`config.mk`:
```
export PLATFORM = sky130hd
export DESIGN_NAME = interval_timer_ts
export DESIGN_NICKNAME = d
export VERILOG_FILES = /design/src/rtl/itmr_pkg.sv /design/src/rtl/tmr_countdown.sv /design/src/rtl/tmr_timebase.sv /design/src/rtl/tmr_evt_capture.sv /design/src/rtl/interval_timer_ts.sv
export SDC_FILE = /design/constraint.sdc
export NUM_CORES = 1
export LEC_CHECK = 0
export BUFFER_PORTS_ARGS = -buffer_cell sky130_fd_sc_hd__buf_4
export CELL_PAD_IN_SITES_DETAIL_PLACEMENT = 0
export CELL_PAD_IN_SITES_GLOBAL_PLACEMENT = 1
export CORE_AREA = 2 2 188 144
export CTS_CLUSTER_SIZE = 12
export DETAILED_ROUTE_END_ITERATION = 7
export DIE_AREA = 0 0 190 146
export GPL_ROUTABILITY_DRIVEN = 0
export MAX_ROUTING_LAYER = met4
export PLACE_DENSITY = 0.73
export SLEW_MARGIN = 5
export SYNTH_ARGS = -nofsm -noshare
export SYNTH_HDL_FRONTEND = slang
export SYNTH_SLANG_ARGS = --single-unit
```
`constraint.sdc`:
```
create_clock -name clk -period 2.95 [get_ports clk]
set_clock_uncertainty 0.15 [all_clocks]
set_input_delay 0.59 -clock clk [delete_from_list [all_inputs] [get_ports clk]]
set_output_delay 0.59 -clock clk [all_outputs]
set_load 0.01 [all_outputs]
```
`src/rtl/itmr_pkg.sv`:
```
// Package: register addresses and field positions shared by the timer.
// Assumes a 3-bit word address and a 32-bit data path.
package itmr_pkg;
    localparam int ADDR_W = 3;
    localparam logic [ADDR_W-1:0] A_CTRL     = 3'd0;
    localparam logic [ADDR_W-1:0] A_RELOAD   = 3'd1;
    localparam logic [ADDR_W-1:0] A_STATUS   = 3'd2;
    localparam logic [ADDR_W-1:0] A_COUNT    = 3'd3;
    localparam logic [ADDR_W-1:0] A_STAMP_LO = 3'd4;
    localparam logic [ADDR_W-1:0] A_STAMP_HI = 3'd5;
    localparam logic [ADDR_W-1:0] A_TIME_LO  = 3'd6;
    localparam logic [ADDR_W-1:0] A_TIME_HI  = 3'd7;
    localparam int CTRL_RUN_BIT  = 0;
    localparam int CTRL_PER_BIT  = 1;
    localparam int ST_TICK_BIT   = 0;
    localparam int ST_VALID_BIT  = 1;
    localparam int ST_OVR_BIT    = 2;
    localparam int ST_RUN_BIT    = 3;
endpackage

```
`src/rtl/tmr_countdown.sv`:
```
// Module: down counter with one-shot / periodic expiry.
// Assumes load and halt are single-cycle strobes; load has priority.
// A zero reload value is replaced by the all-ones count.
module tmr_countdown #(
    parameter int CNT_W = 32
) (
    input  logic             clk,
    input  logic             rst_n,
    input  logic             load_i,
    input  logic             halt_i,
    input  logic             periodic_i,
    input  logic [CNT_W-1:0] reload_i,
    output logic [CNT_W-1:0] count_o,
    output logic             running_o,
    output logic             expire_o
);
    logic [CNT_W-1:0] count_q;
    logic             run_q;
    logic [CNT_W-1:0] start_val;
    logic             fire;

    // Substitute the maximum count for a zero reload.
    always_comb start_val = (reload_i == '0) ? '1 : reload_i;

    // Expiry happens on the cycle the count would step from one to zero.
    always_comb fire = run_q && (count_q == CNT_W'(1));

    // Counter state: load, halt, expire or decrement.
    always_ff @(posedge clk) begin
        if (!rst_n) begin
            count_q <= '0;
            run_q   <= 1'b0;
        end else if (load_i) begin
            count_q <= start_val;
            run_q   <= 1'b1;
        end else if (halt_i) begin
            run_q   <= 1'b0;
        end else if (fire) begin
            if (periodic_i) begin
                count_q <= start_val;
            end else begin
                count_q <= '0;
                run_q   <= 1'b0;
            end
        end else if (run_q) begin
            count_q <= count_q - 1'b1;
        end
    end

    assign count_o   = count_q;
    assign running_o = run_q;
    assign expire_o  = fire;

    // a start loads the (substituted) reload value and runs
    assert_load_R1: assert property (@(posedge clk) disable iff (!rst_n)
        load_i |=> run_q && count_q == $past(start_val));
    // one-shot expiry stops at zero
    assert_oneshot_stop_R2: assert property (@(posedge clk) disable iff (!rst_n)
        fire && !periodic_i && !load_i && !halt_i |=> !run_q && count_q == '0);
    // periodic expiry reloads and keeps running
    assert_periodic_reload_R3: assert property (@(posedge clk) disable iff (!rst_n)
        fire && periodic_i && !load_i && !halt_i |=> run_q && count_q == $past(start_val));
    // zero reload gives the all-ones count
    assert_zero_max_R4: assert property (@(posedge clk) disable iff (!rst_n)
        load_i && reload_i == '0 |=> count_q == '1);
    // a stopped counter holds its value
    assert_halt_hold_R5: assert property (@(posedge clk) disable iff (!rst_n)
        !run_q && !load_i |=> $stable(count_q));
endmodule

```
`src/rtl/tmr_timebase.sv`:
```
// Module: free-running wide time base.
// Assumes a width large enough that wrap is never reached in service.
module tmr_timebase #(
    parameter int TIME_W = 64
) (
    input  logic              clk,
    input  logic              rst_n,
    output logic [TIME_W-1:0] time_o
);
    logic [TIME_W-1:0] time_q;

    // Advance by one every cycle.
    always_ff @(posedge clk) begin
        if (!rst_n) time_q <= '0;
        else        time_q <= time_q + 1'b1;
    end

    assign time_o = time_q;

    // the time base advances by exactly one per cycle
    assert_time_step_R7: assert property (@(posedge clk) disable iff (!rst_n)
        1'b1 |=> time_q == $past(time_q) + 1'b1);
endmodule

```
`src/rtl/tmr_evt_capture.sv`:
```
// Module: synchronizes an asynchronous strobe, detects its rising edge
// and captures the time base, with valid and overrun tracking.
// Assumes ack_i pulses once per read of the upper stamp word.
module tmr_evt_capture #(
    parameter int TIME_W      = 64,
    parameter int SYNC_STAGES = 2
) (
    input  logic              clk,
    input  logic              rst_n,
    input  logic              evt_async_i,
    input  logic [TIME_W-1:0] time_i,
    input  logic              ack_i,
    input  logic              ovr_clr_i,
    output logic [TIME_W-1:0] stamp_o,
    output logic              valid_o,
    output logic              overrun_o
);
    logic [SYNC_STAGES-1:0] sync_q;
    logic                   prev_q;
    logic                   rise;
    logic [TIME_W-1:0]      stamp_q;
    logic                   valid_q;
    logic                   ovr_q;

    // Synchronizer chain, one flop per stage.
    for (genvar g = 0; g < SYNC_STAGES; g++) begin : g_sync
        if (g == 0) begin : g_first
            always_ff @(posedge clk) begin
                if (!rst_n) sync_q[0] <= 1'b0;
                else        sync_q[0] <= evt_async_i;
            end
        end else begin : g_next
            always_ff @(posedge clk) begin
                if (!rst_n) sync_q[g] <= 1'b0;
                else        sync_q[g] <= sync_q[g-1];
            end
        end
    end

    // Delay of the synchronized level for edge detection.
    always_ff @(posedge clk) begin
        if (!rst_n) prev_q <= 1'b0;
        else        prev_q <= sync_q[SYNC_STAGES-1];
    end

    always_comb rise = sync_q[SYNC_STAGES-1] && !prev_q;

    // Stamp register, valid flag and overrun flag.
    always_ff @(posedge clk) begin
        if (!rst_n) begin
            stamp_q <= '0;
            valid_q <= 1'b0;
            ovr_q   <= 1'b0;
        end else begin
            if (rise) stamp_q <= time_i;
            if (rise)       valid_q <= 1'b1;
            else if (ack_i) valid_q <= 1'b0;
            if (rise && valid_q && !ack_i) ovr_q <= 1'b1;
            else if (ovr_clr_i)            ovr_q <= 1'b0;
        end
    end

    assign stamp_o   = stamp_q;
    assign valid_o   = valid_q;
    assign overrun_o = ovr_q;

    // an edge stores the time base value of that cycle
    assert_capture_R8: assert property (@(posedge clk) disable iff (!rst_n)
        rise |=> valid_q && stamp_q == $past(time_i));
    // valid persists until acknowledged
    assert_valid_hold_R9: assert property (@(posedge clk) disable iff (!rst_n)
        valid_q && !ack_i |=> valid_q);
    // capture over an unread stamp raises overrun
    assert_overrun_R10: assert property (@(posedge clk) disable iff (!rst_n)
        rise && valid_q && !ack_i |=> ovr_q);
endmodule

```
`src/rtl/interval_timer_ts.sv`:
```
// Module: interval timer with timestamp capture, register front end.
// Assumes TIME_W is twice DATA_W and CNT_W does not exceed DATA_W.
// Reads are combinational; rd_en only acknowledges the upper stamp word.
module interval_timer_ts
    import itmr_pkg::*;
#(
    parameter int DATA_W      = 32,
    parameter int CNT_W       = 32,
    parameter int SYNC_STAGES = 2
) (
    input  logic              clk,
    input  logic              rst_n,
    input  logic              wr_en,
    input  logic              rd_en,
    input  logic [ADDR_W-1:0] addr,
    input  logic [DATA_W-1:0] wdata,
    output logic [DATA_W-1:0] rdata,
    input  logic              evt_i,
    output logic              irq_o
);
    localparam int TIME_W = 2 * DATA_W;

    logic [CNT_W-1:0]  reload_q;
    logic              periodic_q;
    logic              tick_q;
    logic              ctrl_wr, status_wr;
    logic              load, halt, tick_clr, ovr_clr, stamp_ack;
    logic [CNT_W-1:0]  count;
    logic              running, expire;
    logic [TIME_W-1:0] time_now, stamp;
    logic              stamp_valid, overrun;
    logic [DATA_W-1:0] cnt_ext, reload_ext, status_word, ctrl_word;

    // Decode the register strobes.
    always_comb begin
        ctrl_wr   = wr_en && (addr == A_CTRL);
        status_wr = wr_en && (addr == A_STATUS);
        load      = ctrl_wr && wdata[CTRL_RUN_BIT];
        halt      = ctrl_wr && !wdata[CTRL_RUN_BIT];
        tick_clr  = status_wr && wdata[ST_TICK_BIT];
        ovr_clr   = status_wr && wdata[ST_OVR_BIT];
        stamp_ack = rd_en && (addr == A_STAMP_HI);
    end

    // Reload and mode registers.
    always_ff @(posedge clk) begin
        if (!rst_n) begin
            reload_q   <= '0;
            periodic_q <= 1'b0;
        end else begin
            if (wr_en && addr == A_RELOAD) reload_q <= wdata[CNT_W-1:0];
            if (ctrl_wr) periodic_q <= wdata[CTRL_PER_BIT];
        end
    end

    // Sticky tick flag: set by expiry, cleared by writing one.
    always_ff @(posedge clk) begin
        if (!rst_n)        tick_q <= 1'b0;
        else if (expire)   tick_q <= 1'b1;
        else if (tick_clr) tick_q <= 1'b0;
    end

    assign irq_o = tick_q;

    tmr_countdown #(.CNT_W(CNT_W)) u_cnt (
        .clk(clk), .rst_n(rst_n), .load_i(load), .halt_i(halt),
        .periodic_i(periodic_q), .reload_i(reload_q),
        .count_o(count), .running_o(running), .expire_o(expire)
    );

    tmr_timebase #(.TIME_W(TIME_W)) u_tb (
        .clk(clk), .rst_n(rst_n), .time_o(time_now)
    );

    tmr_evt_capture #(.TIME_W(TIME_W), .SYNC_STAGES(SYNC_STAGES)) u_cap (
        .clk(clk), .rst_n(rst_n), .evt_async_i(evt_i), .time_i(time_now),
        .ack_i(stamp_ack), .ovr_clr_i(ovr_clr),
        .stamp_o(stamp), .valid_o(stamp_valid), .overrun_o(overrun)
    );

    // Build read words from narrower fields.
    always_comb begin
        cnt_ext    = '0;
        cnt_ext[CNT_W-1:0] = count;
        reload_ext = '0;
        reload_ext[CNT_W-1:0] = reload_q;
        status_word = '0;
        status_word[ST_TICK_BIT]  = tick_q;
        status_word[ST_VALID_BIT] = stamp_valid;
        status_word[ST_OVR_BIT]   = overrun;
        status_word[ST_RUN_BIT]   = running;
        ctrl_word = '0;
        ctrl_word[CTRL_RUN_BIT] = running;
        ctrl_word[CTRL_PER_BIT] = periodic_q;
    end

    // Read multiplexer.
    always_comb begin
        unique case (addr)
            A_CTRL:     rdata = ctrl_word;
            A_RELOAD:   rdata = reload_ext;
            A_STATUS:   rdata = status_word;
            A_COUNT:    rdata = cnt_ext;
            A_STAMP_LO: rdata = stamp[DATA_W-1:0];
            A_STAMP_HI: rdata = stamp[TIME_W-1:DATA_W];
            A_TIME_LO:  rdata = time_now[DATA_W-1:0];
            default:    rdata = time_now[TIME_W-1:DATA_W];
        endcase
    end

    // the tick flag is sticky until cleared with a one
    assert_tick_sticky_R6: assert property (@(posedge clk) disable iff (!rst_n)
        tick_q && !tick_clr |=> tick_q);
    // an expiry always leaves the flag set
    assert_tick_set_R6: assert property (@(posedge clk) disable iff (!rst_n)
        expire |=> irq_o);
endmodule

```
==> impl_metrics.yaml <==
run_status:
  status: "finished clean"
sta:
  finalCriticalPeriod_ns: 2.82
  hold_viol: 0
  slew_headroom_pct: 38.4
  worst_pin_slew_ns: 0.920
  fin_setup_tns_ns: 0
  finalSetupViolCount: 0
  rsz0062_at_grt: "false"
  clock.fmax_mhz: 354
  drv_slew: 0
  timing.final.crit_share_pct: 95.6
  setup_ws_ns: 0.129
power:
  seqPwrFrac_pct: 45.6
  peakVddDrop_uv: 437
  net-switching-power_w: 0.00180
  comb_power_share_pct: 16.5
  pwr_density_cell_nw_per_um2: 504
  intPower_w: 0.00437
  switching_share_pct: 29.1
  p_clk_share_pct: 38.0
  power.leakage_nw: 4.52
die:
  rows: 51
  core_um2: 25700
  start_util_pct: 39.8
  die_area_um2: 27700
  io-pin-count: 73
  die_h_um: 146
  die_w_um: 190
worst_hold_path:
  hold_start: "evt_i"
  worstHoldPathType: "primary input to register"
  whs_endpoint: "u_cap.sync_q[0]$_SDFF_PN0_"
  worstHoldPathCells: 2
cts:
  insertion_delay_ns: 0.44
  numCtsBuffers: 17
  clk_pin_slew_worst_paths_ns: 0.07
  cts_root_buf: "clkbuf_16"
  cts_max_level: 4
  tritoncts: "yes"
  cts_hold_buf: 0
  clk_path_buf_depth: 2
  cts_sinks: 200
logic_synthesis:
  yosysTopAreaCell: "dfxtp_1"
  yosysWarnings: 0
  synth_top_area_share_pct: 39.1
  synth.distinct_cells: 62
  synth_area_leaders: "dfxtp_1 (39%), nand2_1 (9.2%), a21oi_1 (6.9%)"
  syn_nets: 1348
  synthCells: 1305
  synth-edff-count: 0
  netlist_area_um2: 10200
  ys_async_sr_fraction_pct: 0
  postSynthAreaPerCell_um2: 7.85
  synth_seq_cells: 200
  synth_seq_area_share_pct: 39.1
  synth-main-ff-cell: "dfxtp_1"
critical_path:
  cp.depth: 6
  rrSetupSlack_ns: 0.17
  cp_cell_sequence: "buf_4, nor2_1, and2_1, a222oi_1, a21oi_1, buf_4"
  r2r-end: "u_cnt.count_o[6]$_SDFFE_PN0P_"
  rr_worst_depth: 7
  cp_slowest_cell: "a222oi_1"
  path_class: "primary input to primary output"
  crit_fanout: 13
  end_kind: "primary output"
  cp.required_ns: 2.21
  path_buf_inv: 2
  cp.arrival_ns: 2.08
  cp_top_family: "compound AO/OA/AOI/OAI gates"
  r2r_start: "u_cnt.count_o[7]$_SDFFE_PN0P_"
  cp-start-kind: "primary input"
  cpMostUsedCell: "buf_4"
  cpPeakStageDelay_ns: 0.61
route:
  via_per_inst: 5.82
  drtPass1Iterations: 8
  drt_iter0_markers: 1046
  ant_nets: 0
  wl_mm: 36.4
  routedWlPerCell_um: 20.8
  post-route-drc-count: 0
  vias: 10200
global_routing:
  grt_max_degree: 67
  track_usage_pct: 27.1
  grt_pass1_vias: 9319
  antenna_found_initial: 1
  gr-total-overflow: 0
  grt_first_pass_wirelength_mm: 56.1
placement:
  placedCellCount: 1717
  place_hpwl_mm: 25.9
  place_ws_ns: 0.0663
  portBuffers: 72
final_layout:
  drive_gt1_share_pct: 18.4
  fill_cells: 2595
  multi_input_area_um2: 5820
  fin_cells: 1753
  diodes: 0
  final_nets: 1439
  seqCellArea_um2: 4000
  area_delta_synth_final_pct: 19.4
job:
  max_cap_viol_count: 0
[metrics by stage]
step	total power (W)	instance area [um2]	hold WS, ns	util [%]
CTS	0.00617	12200	0.201	47.3
detailed placement	0.00385	11600	0.280	45.1
global placement	0.00385	11600	0.268	45.1
global route	0.00641	12200	0.208	47.6
finish	0.00616	12200	0.215	47.6
floorplan	0.00345	10200	0.262	-
[registers in the layout, summed over array words and instances, names as in the netlist]
register	cells
u_cap.sync_q	2
u_cap.stamp_o	64
u_cnt.running_o	1
u_tb.time_o	64
u_cap.overrun_o	1
u_cap.prev_q	1
reload_ext	32
periodic_q	1
u_cnt.count_o	32
u_cap.valid_o	1
irq_o	1
[cell usage after synthesis (16+ instances only)]
| cell | instances |
|---|---|
| mux2_2 | 30 |
| a31oi_1 | 16 |
| nand2_1 | 250 |
| o21ai_0 | 31 |
| nand4_1 | 35 |
| nor3_1 | 18 |
| and4_1 | 19 |
| a222oi_1 | 19 |
| buf_1 | 16 |
| xor2_1 | 43 |
| clkbuf_1 | 73 |
| a22o_1 | 31 |
| nor2_1 | 113 |
| nand3_1 | 51 |
| and2_1 | 18 |
| o21ai_1 | 16 |
| dfxtp_1 | 200 |
| nor4_1 | 18 |
| a21oi_1 | 141 |
[how the worst max path moves through the flow]
stage | from | to
floorplan | addr[0] | rdata[12]
global placement | addr[1] | rdata[3]
detailed placement | addr[0] | rdata[16]
CTS | addr[0] | rdata[16]
global route | addr[0] | rdata[18]
finish | addr[0] | rdata[18]
[layout make-up]
type	instances	area share (%)
multi-input cells	997	47.6
clock buffers	20	3.73
clock inverters	12	0.931
flip-flops and latches	200	32.7
inverters	6	0.205
repair buffers	174	11.3
well taps	344	3.52
[timing repair]
item,CTS,global route
gates resized for setup,0,6
setup endpoints to repair,0,7
buffers inserted,0,3
[worst register-to-register path, stage by stage (launching register included)]
cell and delay [ns]:
dfxtp_1 0.41, nor4_4 0.57, and4_1 0.39, and4_4 0.46
o21ai_0 0.19, buf_4 0.20, o311ai_0 0.11, o22ai_1 0.15
[power by group through the flow]
stage / registers (W) / clock network, W / logic [W]
5_1_grt: 0.00281 / 0.00250 / 0.00110
6_report: 0.00281 / 0.00234 / 0.00102
4_1_cts: 0.00280 / 0.00238 / 0.000984
3_3_place_gp: 0.00287 / 0 / 0.000978
2_1_floorplan: 0.00284 / 0 / 0.000611
3_5_place_dp: 0.00287 / 0 / 0.000979
[cell families after synthesis]
kind of cell / share of synthesized area [%]
compound gates: 20.0
xor+xnor: 4.87
fa+ha+maj: 0.367
buf+inv: 4.39
flops: 39.1
mux: 3.98
simple gates: 27.3
[per-layer routing]
metal | global-route usage (%) | routed length, um | vias to the layer above
met5 | - | 0 | -
met3 | 6.32 | 2940 | 44
met1 | 40.6 | 18200 | 4879
met2 | 35.6 | 14600 | 405
met4 | 7.17 | 621 | 0
li1 | - | - | 4880
[placed cells by master, fill, tap and decap left out, drive strengths merged, types with 11 or more instances in the layout]
| cell type | n |
|---|---|
| xnor2 | 14 |
| buf | 173 |
| and3 | 11 |
| xor2 | 43 |
| dfxtp | 200 |
| nor2b | 11 |
| nand2 | 250 |
| nor2 | 113 |
| nor4 | 21 |
| o21ai | 47 |
| a31oi | 16 |
| a222oi | 19 |
| and4 | 20 |
| clkbuf | 21 |
| and2 | 18 |
| nand3 | 51 |
| nand4 | 36 |
| nor3 | 21 |
| mux2 | 30 |
| a21oi | 141 |
| a22o | 31 |
No activity file was read; power rests on OpenSTA's default activity.
